`src/rtl/mxs_pkg.sv`:
```
package mxs_pkg;
  typedef enum logic [1:0] {
    MX_PUSH  = 2'd0,
    MX_POP   = 2'd1,
    MX_STBLK = 2'd2,
    MX_LDBLK = 2'd3
  } mx_op_e;

  typedef enum logic [2:0] {
    S_IDLE = 3'd0,
    S_PTR  = 3'd1,
    S_XFER = 3'd2,
    S_WB   = 3'd3,
    S_DONE = 3'd4
  } mx_state_e;
endpackage

```
`src/rtl/mxs_pick.sv`:
```
// Priority picker over the remaining register mask.
module mxs_pick #(
  parameter int N          = 8,
  parameter bit HIGH_FIRST = 1'b0,
  localparam int IW        = $clog2(N)
) (
  input  logic [N-1:0]  mask,
  output logic          found,
  output logic [IW-1:0] idx
);
  generate
    if (HIGH_FIRST) begin : g_high
      always_comb begin
        found = 1'b0;
        idx   = '0;
        for (int i = 0; i < N; i++) begin
          if (mask[i]) begin
            found = 1'b1;
            idx   = IW'(i);
          end
        end
      end
    end else begin : g_low
      always_comb begin
        found = 1'b0;
        idx   = '0;
        for (int i = N - 1; i >= 0; i--) begin
          if (mask[i]) begin
            found = 1'b1;
            idx   = IW'(i);
          end
        end
      end
    end
  endgenerate
endmodule

```
`src/rtl/mxs_ptr.sv`:
```
// Access address and next pointer for pre-decrement or post-increment walks.
module mxs_ptr #(
  parameter int AW   = 32,
  parameter int STEP = 4
) (
  input  logic [AW-1:0] ptr,
  input  logic          descend,
  output logic [AW-1:0] acc_addr,
  output logic [AW-1:0] ptr_next
);
  localparam logic [AW-1:0] STEP_V = AW'(STEP);

  logic [AW-1:0] dec_v;
  logic [AW-1:0] inc_v;

  always_comb begin
    dec_v    = ptr - STEP_V;
    inc_v    = ptr + STEP_V;
    acc_addr = descend ? dec_v : ptr;
    ptr_next = descend ? dec_v : inc_v;
  end
endmodule

```
`src/rtl/multi_xfer_seq.sv`:
```
module multi_xfer_seq
  import mxs_pkg::*;
#(
  parameter int DW     = 32,
  parameter int AW     = 32,
  parameter int LIST_N = 8,
  parameter int RIW    = 4,
  parameter int BIW    = 3,
  parameter int SP_IDX = 13,
  parameter int LR_IDX = 14,
  parameter int PC_IDX = 15,
  parameter int STEP   = 4
) (
  input  logic              clk,
  input  logic              rst_n,
  input  logic              start,
  input  logic [1:0]        op,
  input  logic [LIST_N-1:0] rlist,
  input  logic              extra,
  input  logic [BIW-1:0]    base_idx,
  output logic              busy,
  output logic              done,
  output logic              flush,
  output logic [RIW-1:0]    rf_raddr,
  input  logic [DW-1:0]     rf_rdata,
  output logic              rf_we,
  output logic [RIW-1:0]    rf_waddr,
  output logic [DW-1:0]     rf_wdata,
  output logic              mem_req,
  output logic              mem_we,
  output logic [AW-1:0]     mem_addr,
  output logic [DW-1:0]     mem_wdata,
  input  logic [DW-1:0]     mem_rdata,
  input  logic              mem_ack
);
  localparam int LIW = $clog2(LIST_N);
  localparam logic [RIW-1:0] SP_R = RIW'(SP_IDX);
  localparam logic [RIW-1:0] LR_R = RIW'(LR_IDX);
  localparam logic [RIW-1:0] PC_R = RIW'(PC_IDX);

  // Reset: asserted asynchronously, released on the clock.
  logic [1:0] rsync_q;
  logic       rst_int_n;

  always_ff @(posedge clk or negedge rst_n) begin
    if (!rst_n) rsync_q <= 2'b00;
    else        rsync_q <= {rsync_q[0], 1'b1};
  end
  assign rst_int_n = rsync_q[1];

  // State
  mx_state_e         state_q, state_d;
  mx_op_e            op_q;
  logic [RIW-1:0]    pidx_q;
  logic              pcload_q;
  logic [LIST_N-1:0] mask_q, mask_d;
  logic              extra_q, extra_d;
  logic [AW-1:0]     ptr_q, ptr_d;

  // Datapath helpers
  logic              lo_found, hi_found;
  logic [LIW-1:0]    lo_idx, hi_idx;
  logic              descend, is_load, use_extra, more_after;
  logic [RIW-1:0]    cur_reg;
  logic [LIST_N-1:0] cur_clr, mask_after;
  logic              extra_after;
  logic [AW-1:0]     acc_addr, ptr_next;
  logic              cmd_en, list_en, ptr_en, xfer_ack;
  logic              extra_in, empty_in;

  mxs_pick #(.N(LIST_N), .HIGH_FIRST(1'b0)) u_pick_lo (
    .mask(mask_q), .found(lo_found), .idx(lo_idx)
  );
  mxs_pick #(.N(LIST_N), .HIGH_FIRST(1'b1)) u_pick_hi (
    .mask(mask_q), .found(hi_found), .idx(hi_idx)
  );
  mxs_ptr #(.AW(AW), .STEP(STEP)) u_ptr (
    .ptr(ptr_q), .descend(descend), .acc_addr(acc_addr), .ptr_next(ptr_next)
  );

  always_comb begin
    descend  = (op_q == MX_PUSH);
    is_load  = (op_q == MX_POP) || (op_q == MX_LDBLK);
    cmd_en   = (state_q == S_IDLE) && start;
    xfer_ack = (state_q == S_XFER) && mem_ack;
    extra_in = extra && ((op == 2'(MX_PUSH)) || (op == 2'(MX_POP)));
    empty_in = (rlist == '0) && !extra_in;

    // Push serves the extra register first, pop serves it last.
    if (descend) use_extra = extra_q;
    else         use_extra = extra_q && !lo_found;

    cur_clr = '0;
    if (use_extra) begin
      cur_reg = descend ? LR_R : PC_R;
    end else if (descend) begin
      cur_reg = RIW'(hi_idx);
      cur_clr[hi_idx] = hi_found;
    end else begin
      cur_reg = RIW'(lo_idx);
      cur_clr[lo_idx] = lo_found;
    end
    mask_after  = mask_q & ~cur_clr;
    extra_after = extra_q & ~use_extra;
    more_after  = (mask_after != '0) || extra_after;
  end

  // Next state
  always_comb begin
    state_d = state_q;
    unique case (state_q)
      S_IDLE: if (start) state_d = empty_in ? S_DONE : S_PTR;
      S_PTR:  state_d = S_XFER;
      S_XFER: if (mem_ack && !more_after) state_d = S_WB;
      S_WB:   state_d = S_DONE;
      S_DONE: state_d = S_IDLE;
      default: state_d = S_IDLE;
    endcase
  end

  always_comb begin
    list_en = cmd_en || xfer_ack;
    mask_d  = cmd_en ? rlist : mask_after;
    extra_d = cmd_en ? extra_in : extra_after;
    ptr_en  = (state_q == S_PTR) || xfer_ack;
    ptr_d   = (state_q == S_PTR) ? AW'(rf_rdata) : ptr_next;
  end

  // Registers
  always_ff @(posedge clk or negedge rst_int_n) begin
    if (!rst_int_n) begin
      state_q  <= S_IDLE;
      op_q     <= MX_PUSH;
      pidx_q   <= '0;
      pcload_q <= 1'b0;
      mask_q   <= '0;
      extra_q  <= 1'b0;
      ptr_q    <= '0;
    end else begin
      state_q <= state_d;
      if (cmd_en) begin
        op_q     <= mx_op_e'(op);
        pidx_q   <= (op[1] == 1'b0) ? SP_R : RIW'(base_idx);
        pcload_q <= (op == 2'(MX_POP)) && extra;
      end
      if (list_en) begin
        mask_q  <= mask_d;
        extra_q <= extra_d;
      end
      if (ptr_en) ptr_q <= ptr_d;
    end
  end

  // Outputs
  always_comb begin
    busy      = (state_q != S_IDLE);
    done      = (state_q == S_DONE);
    flush     = done && pcload_q;
    mem_req   = (state_q == S_XFER);
    mem_we    = !is_load;
    mem_addr  = acc_addr;
    mem_wdata = rf_rdata;
    rf_raddr  = (state_q == S_XFER) ? cur_reg : pidx_q;
    rf_we     = (xfer_ack && is_load) || (state_q == S_WB);
    rf_waddr  = (state_q == S_WB) ? pidx_q : cur_reg;
    rf_wdata  = (state_q == S_WB) ? DW'(ptr_q) : mem_rdata;
  end
endmodule

```
`config.mk`:
```
export PLATFORM = sky130hd
export DESIGN_NAME = multi_xfer_seq
export DESIGN_NICKNAME = d
export VERILOG_FILES = /design/src/rtl/mxs_pkg.sv /design/src/rtl/mxs_pick.sv /design/src/rtl/mxs_ptr.sv /design/src/rtl/multi_xfer_seq.sv
export SDC_FILE = /design/constraint.sdc
export NUM_CORES = 1
export LEC_CHECK = 0
export BUFFER_PORTS_ARGS = -buffer_cell sky130_fd_sc_hd__buf_2
export CORE_AREA = 2 2 132 134
export CTS_BUF_LIST = sky130_fd_sc_hd__clkbuf_4
export CTS_CLUSTER_SIZE = 14
export DETAILED_ROUTE_END_ITERATION = 16
export DIE_AREA = 0 0 134 136
export PLACE_DENSITY = 0.56
export SYNTH_ARGS = -nofsm -noshare
export SYNTH_HDL_FRONTEND = slang
export SYNTH_HIERARCHICAL = 1
export SYNTH_SLANG_ARGS = --single-unit
```
`constraint.sdc`:
```
create_clock -name clk -period 6.6 [get_ports clk]
set_input_delay 0.99 -clock clk [delete_from_list [all_inputs] [get_ports clk]]
set_output_delay 0.99 -clock clk [all_outputs]
set_load 0.1 [all_outputs]
```
After elaboration in Yosys (flattened, before gate mapping)
Cells that the tools add are included.
W data, S select, Z words.
Word-level totals
  bits in registers: 53
  output and inout port bits: 110
  bits of input ports: 82
Cells by class
  reduce and logical (&&, ||, !) cells: 28
  add/sub/neg operators: 2
  $lt $le $gt $ge: 4
  muxes and demuxes: 54
  equality and inequality tests: 9
  bitwise logic cells: 6
Operators with widths (count)
  $mux W32: 4
  $mux W3: 16
  $add A32 B3 Y32 const B: 1
  $sub A32 B3 Y32 const B: 1
  $and A8 B8 Y8: 3
  $mux W8: 3
  $mux W1: 22
  $mux W4: 4
  $pmux W3 S4: 1
  $logic_and A1 B1 Y1: 11
  $logic_not A8 Y1: 1
  $lt A3 B4 Y1 const B: 2
  $not A8 Y8: 1
  $reduce_bool A8 Y1: 1
  $demux W1 S3: 2
  $eq A3 B2 Y1 const B: 2
  $ge A3 B1 Y1 const B: 2
  $logic_or A1 B1 Y1: 6
  $eq A2 B1 Y1 const B: 2
  $logic_not A1 Y1: 4
  $logic_not A2 Y1: 2
  $mux W2: 2
  $eq A3 B1 Y1 const B: 1
  $eq A3 B3 Y1 const B: 1
  other kinds (8): 8

Logic depth before layout (Yosys ltp)
  word-level depth: 23
  mapped depth: 12
  gate-level depth less buffers: 9

By module
The synthesis kept the hierarchy.
By module, submodules not included
  multi_xfer_seq: sequential area each 1326.3 µm², cells each 379, area each 3428.3 µm², times used 1
  mxs_ptr: sequential area each 0.0 µm², cells each 212, area each 1421.4 µm², times used 1
  mxs_pick at u_pick_lo: sequential area each 0.0 µm², cells each 13, area each 80.1 µm², times used 1
  mxs_pick at u_pick_hi: sequential area each 0.0 µm², cells each 12, area each 57.6 µm², times used 1

Worst setup path before layout
OpenSTA, ideal clock, no wires.
  path type: flip-flop to output port
  from: register op_q[1]
  to: output port mem_addr[14]
  arrival time: 4025 ps
  slack: 1585 ps
  path buffers: 2
  cell stages (with the launch flop): 10
  data required time: 5610 ps
  path through: dfrtp_1 -> or2_1 -> inv_2 -> buf_2 -> clkbuf_1 -> nand2_1 -> or4_1 -> nor3_1 -> nand2_1 -> xnor2_1
Between the ends
  longest elaborated chain between the ends: 2
Ends and longest elaborated chain
  start: declaration: RTL line multi_xfer_seq.sv:53  | mx_op_e op_q;
  start signal: assignment: RTL line multi_xfer_seq.sv:142  | op_q <= mx_op_e'(op);
  $logic_not A2 Y1: RTL line multi_xfer_seq.sv:82  | descend = (op_q == MX_PUSH);
  named net descend: RTL line multi_xfer_seq.sv:63  | logic descend, is_load, use_extra, more_after;
  $mux W32: RTL line mxs_ptr.sv:19  | acc_addr = descend ? dec_v : ptr;
  end: declaration: RTL line multi_xfer_seq.sv:31  | output logic [AW-1:0] mem_addr,
The timed path passes the listed nets, and every way through them passes these cells.

Worst setup path after layout
  from: register op_q[1]
  to: output port mem_addr[21]
Between the ends
  longest elaborated chain between the ends: 2
Ends and longest elaborated chain (RTL line)
  $logic_not A2 Y1: multi_xfer_seq.sv:82
  $mux W32: mxs_ptr.sv:19
Every way passes these cells.

==> run metrics <==
status completed; Synth Area in Compound Gates 0.1525; EDFF count, synth 0; largest net degree at the start of global routing between 60 and 70; post-synth net total about 700; post-synthesis sequential area ratio 0.2659; Die Width between 100 and 150 um; DRC 0; TritonCTS clock tree done; die height around 140 um; post-synthesis mux area share 0.1407; Slew Limit Fails 0; RePlAce Congestion 0.8521; Mapped Cells between 600 and 700; Fmax just over 0.2 GHz; clk_lat worst skew approximately 0.42 ns; hold buffer count at cts 0; Rows 48; setup bufs post-CTS 0; CP max FO 22; RSZ-0062 raised after global routing no; Setup Skew 0.02149 ns; Largest delay share family, worst path simple AND/OR/NAND/NOR gates; max_cap viols 0; Final nets between 800 and 900; initial core utilization 0.2955; vias in the first global route about 4600; most common cell after layout, fill and taps aside buf_2; min cycle time layout 4.855 ns; measured slew at the worst slew-check pin approximately 1 ns; average wire per standard cell approximately 16 um; Layout Utilization 0.3507; critical path's slowest cell or4_4; Clk pin slew, worst setup/hold paths ~0.18 ns; Largest stage delay, worst path 0.51 ns; WP data required between 5 and 6 ns; Synth async-reset ratio 1.000; fillers 1822; CTS resizes 0; Max-slew headroom 0.3259; largest family of logic cells by synthesized area simple AND/OR/NAND/NOR gates; Final ANT Viol Nets 0; Root Buffer clkbuf_4; Final Hold Fails 0; deepest clock path buffer count 2; most frequent cells in the layout 191 x buf_2, 79 x nand2_1, 61 x o21ai_0; global-route wire length before repair around 24000 um; Core ar. 16880 um^2; grt ovf 0; DRT Pass-1 Iters 4; Simple-Gate Fraction of Synth Area 0.2235; Vias/cell ~5.0; top-level I/O count about 190; layout cells sized above 1 0.3454; die area about 18000 um^2; CTS HTree Levels 2; Total GRT Usage 0.1641; worst min path class input pin to async pin; Post-Route WL ~15000 um; Syn Area/Cell slightly above 8 um^2; Synth Flop Type dfrtp_1; Synth Register Bits 53; Synth cell types between 70 and 80; Area Growth Syn to Fin 18.67%; xor/xnor share of the synthesized area 0.1016; Buf+Inv Stages, Crit Path 2; PortBufs between 150 and 200; Num CTS Buffers 5; critical path endpoint category output pin; startpoint types flip-flop; period utilisation layout 0.7356; Setup CP Type flip-flop to output pin; total negative slack 0 ns; Ys Warns 6; initial antenna violation count 1; crit-path cells or2_1, inv_2, or4b_1, or3_1, or4_4, or3_4, xnor2_2, buf_2; Syn Std Cell Area roughly 5000 um^2; initial drt markers 314; Vias roughly 4900; CTS sink count between 50 and 60; setup violators final 0; Worst Path Arrival between 3 and 4 ns; DPL Wire Length 11640 um; synthesized-area fraction occupied by adder cells 0.01004
cell families after synthesis:
| logic type | count (synthesis) |
|---|---|
| AND/OR/NAND/NOR | 217 |
| multiplexers | 66 |
| XOR/XNOR | 57 |
| AO/OA/AOI/OAI | 119 |
| flip-flops | 53 |
| adder cells (fa/ha/maj) | 4 |
| other | 1 |
| buffers and inverters | 99 |
final timing paths:
kind | startpoint | end | slack [ns] | cells after the start
setup / recovery | op_q[1]$_DFFE_PN0P_ | mem_addr[21] | 1.75 | 8
hold / removal | rst_n | rsync_q[1]$_DFF_PN0_ | 0.34 | 1
setup reg to reg | op_q[1]$_DFFE_PN0P_ | ptr_q[21]$_DFFE_PN0P_ | 3.32 | 9
hold reg to reg | rsync_q[0]$_DFF_PN0_ | rsync_q[1]$_DFF_PN0_ | 0.38 | 0
max in group asynchronous | rsync_q[1]$_DFF_PN0_ | ptr_q[28]$_DFFE_PN0P_ | 5.76 | 1
min in group clk | rsync_q[0]$_DFF_PN0_ | rsync_q[1]$_DFF_PN0_ | 0.38 | 0
final cells by class:
type                    count  area (um^2)  area share
repair buffers            197         1001      0.1691
well taps                 225        281.5     0.04757
multi-input cells         464         3144      0.5313
clock buffers               5        37.54    0.006342
flip-flops and latches     53         1328      0.2243
clock inverters             3        41.29    0.006977
inverters                  22        82.58     0.01395
diodes                      1        2.502   0.0004228
flip-flops by register name, indices dropped and copies added (netlist names):
name and count:
pcload_q 1, state_q 3, extra_q 1, mask_q 8, op_q 2, pidx_q 4, ptr_q 32, rsync_q 2
cells in the mapped netlist, types with 3 or more instances:
library cell / number / area, um^2
nand2b_1: 3 / 18.77
a21oi_1: 10 / 50.05
nor2_1: 30 / 112.6
a31oi_1: 10 / 62.56
or4_4: 3 / 33.78
and2_1: 3 / 18.77
mux2_2: 33 / 371.6
or4_1: 6 / 45.04
nor3_1: 15 / 75.07
dfrtp_1: 53 / 1326
o22ai_1: 4 / 25.02
inv_1: 20 / 75.07
clkbuf_1: 30 / 112.6
buf_2: 6 / 30.03
xor2_1: 24 / 210.2
nand3b_1: 3 / 22.52
nand2_1: 79 / 296.5
mux2i_1: 33 / 330.3
ha_1: 4 / 50.05
o21ai_0: 61 / 305.3
o31ai_1: 5 / 37.54
and3_1: 7 / 43.79
nor4_1: 13 / 81.33
buf_1: 3 / 11.26
buf_4: 36 / 270.3
or3_1: 7 / 43.79
nand4_1: 10 / 62.56
xnor2_1: 32 / 280.3
nand3_1: 18 / 90.09
nor2b_1: 5 / 31.28
metal layers:
metal,GRT usage,vias to the layer above,share of wire
li1,-,2406,-
met1,0.2162,2267,0.45
met2,0.2789,164,0.48
met3,0.02722,14,0.055
met4,0.04314,0,0.012
met5,0,-,0
per-stage QoR:
stage | cell area, um^2 | std cells | setup slack [ns] | hold WS (ns)
4_1_cts | 5916 | 969 | 1.716 | 0.3046
6_report | 5918 | 970 | 1.745 | 0.3355
2_1_floorplan | 4987 | 616 | 1.585 | 0.3312
5_1_grt | 5916 | 969 | 1.584 | 0.3091
3_5_place_dp | 5837 | 961 | 2.240 | 0.3503
3_3_place_gp | 5837 | 961 | 2.284 | 0.3344
Power is not shown: default switching activity piles up to over one toggle a cycle in this logic, so the estimate is an artifact.
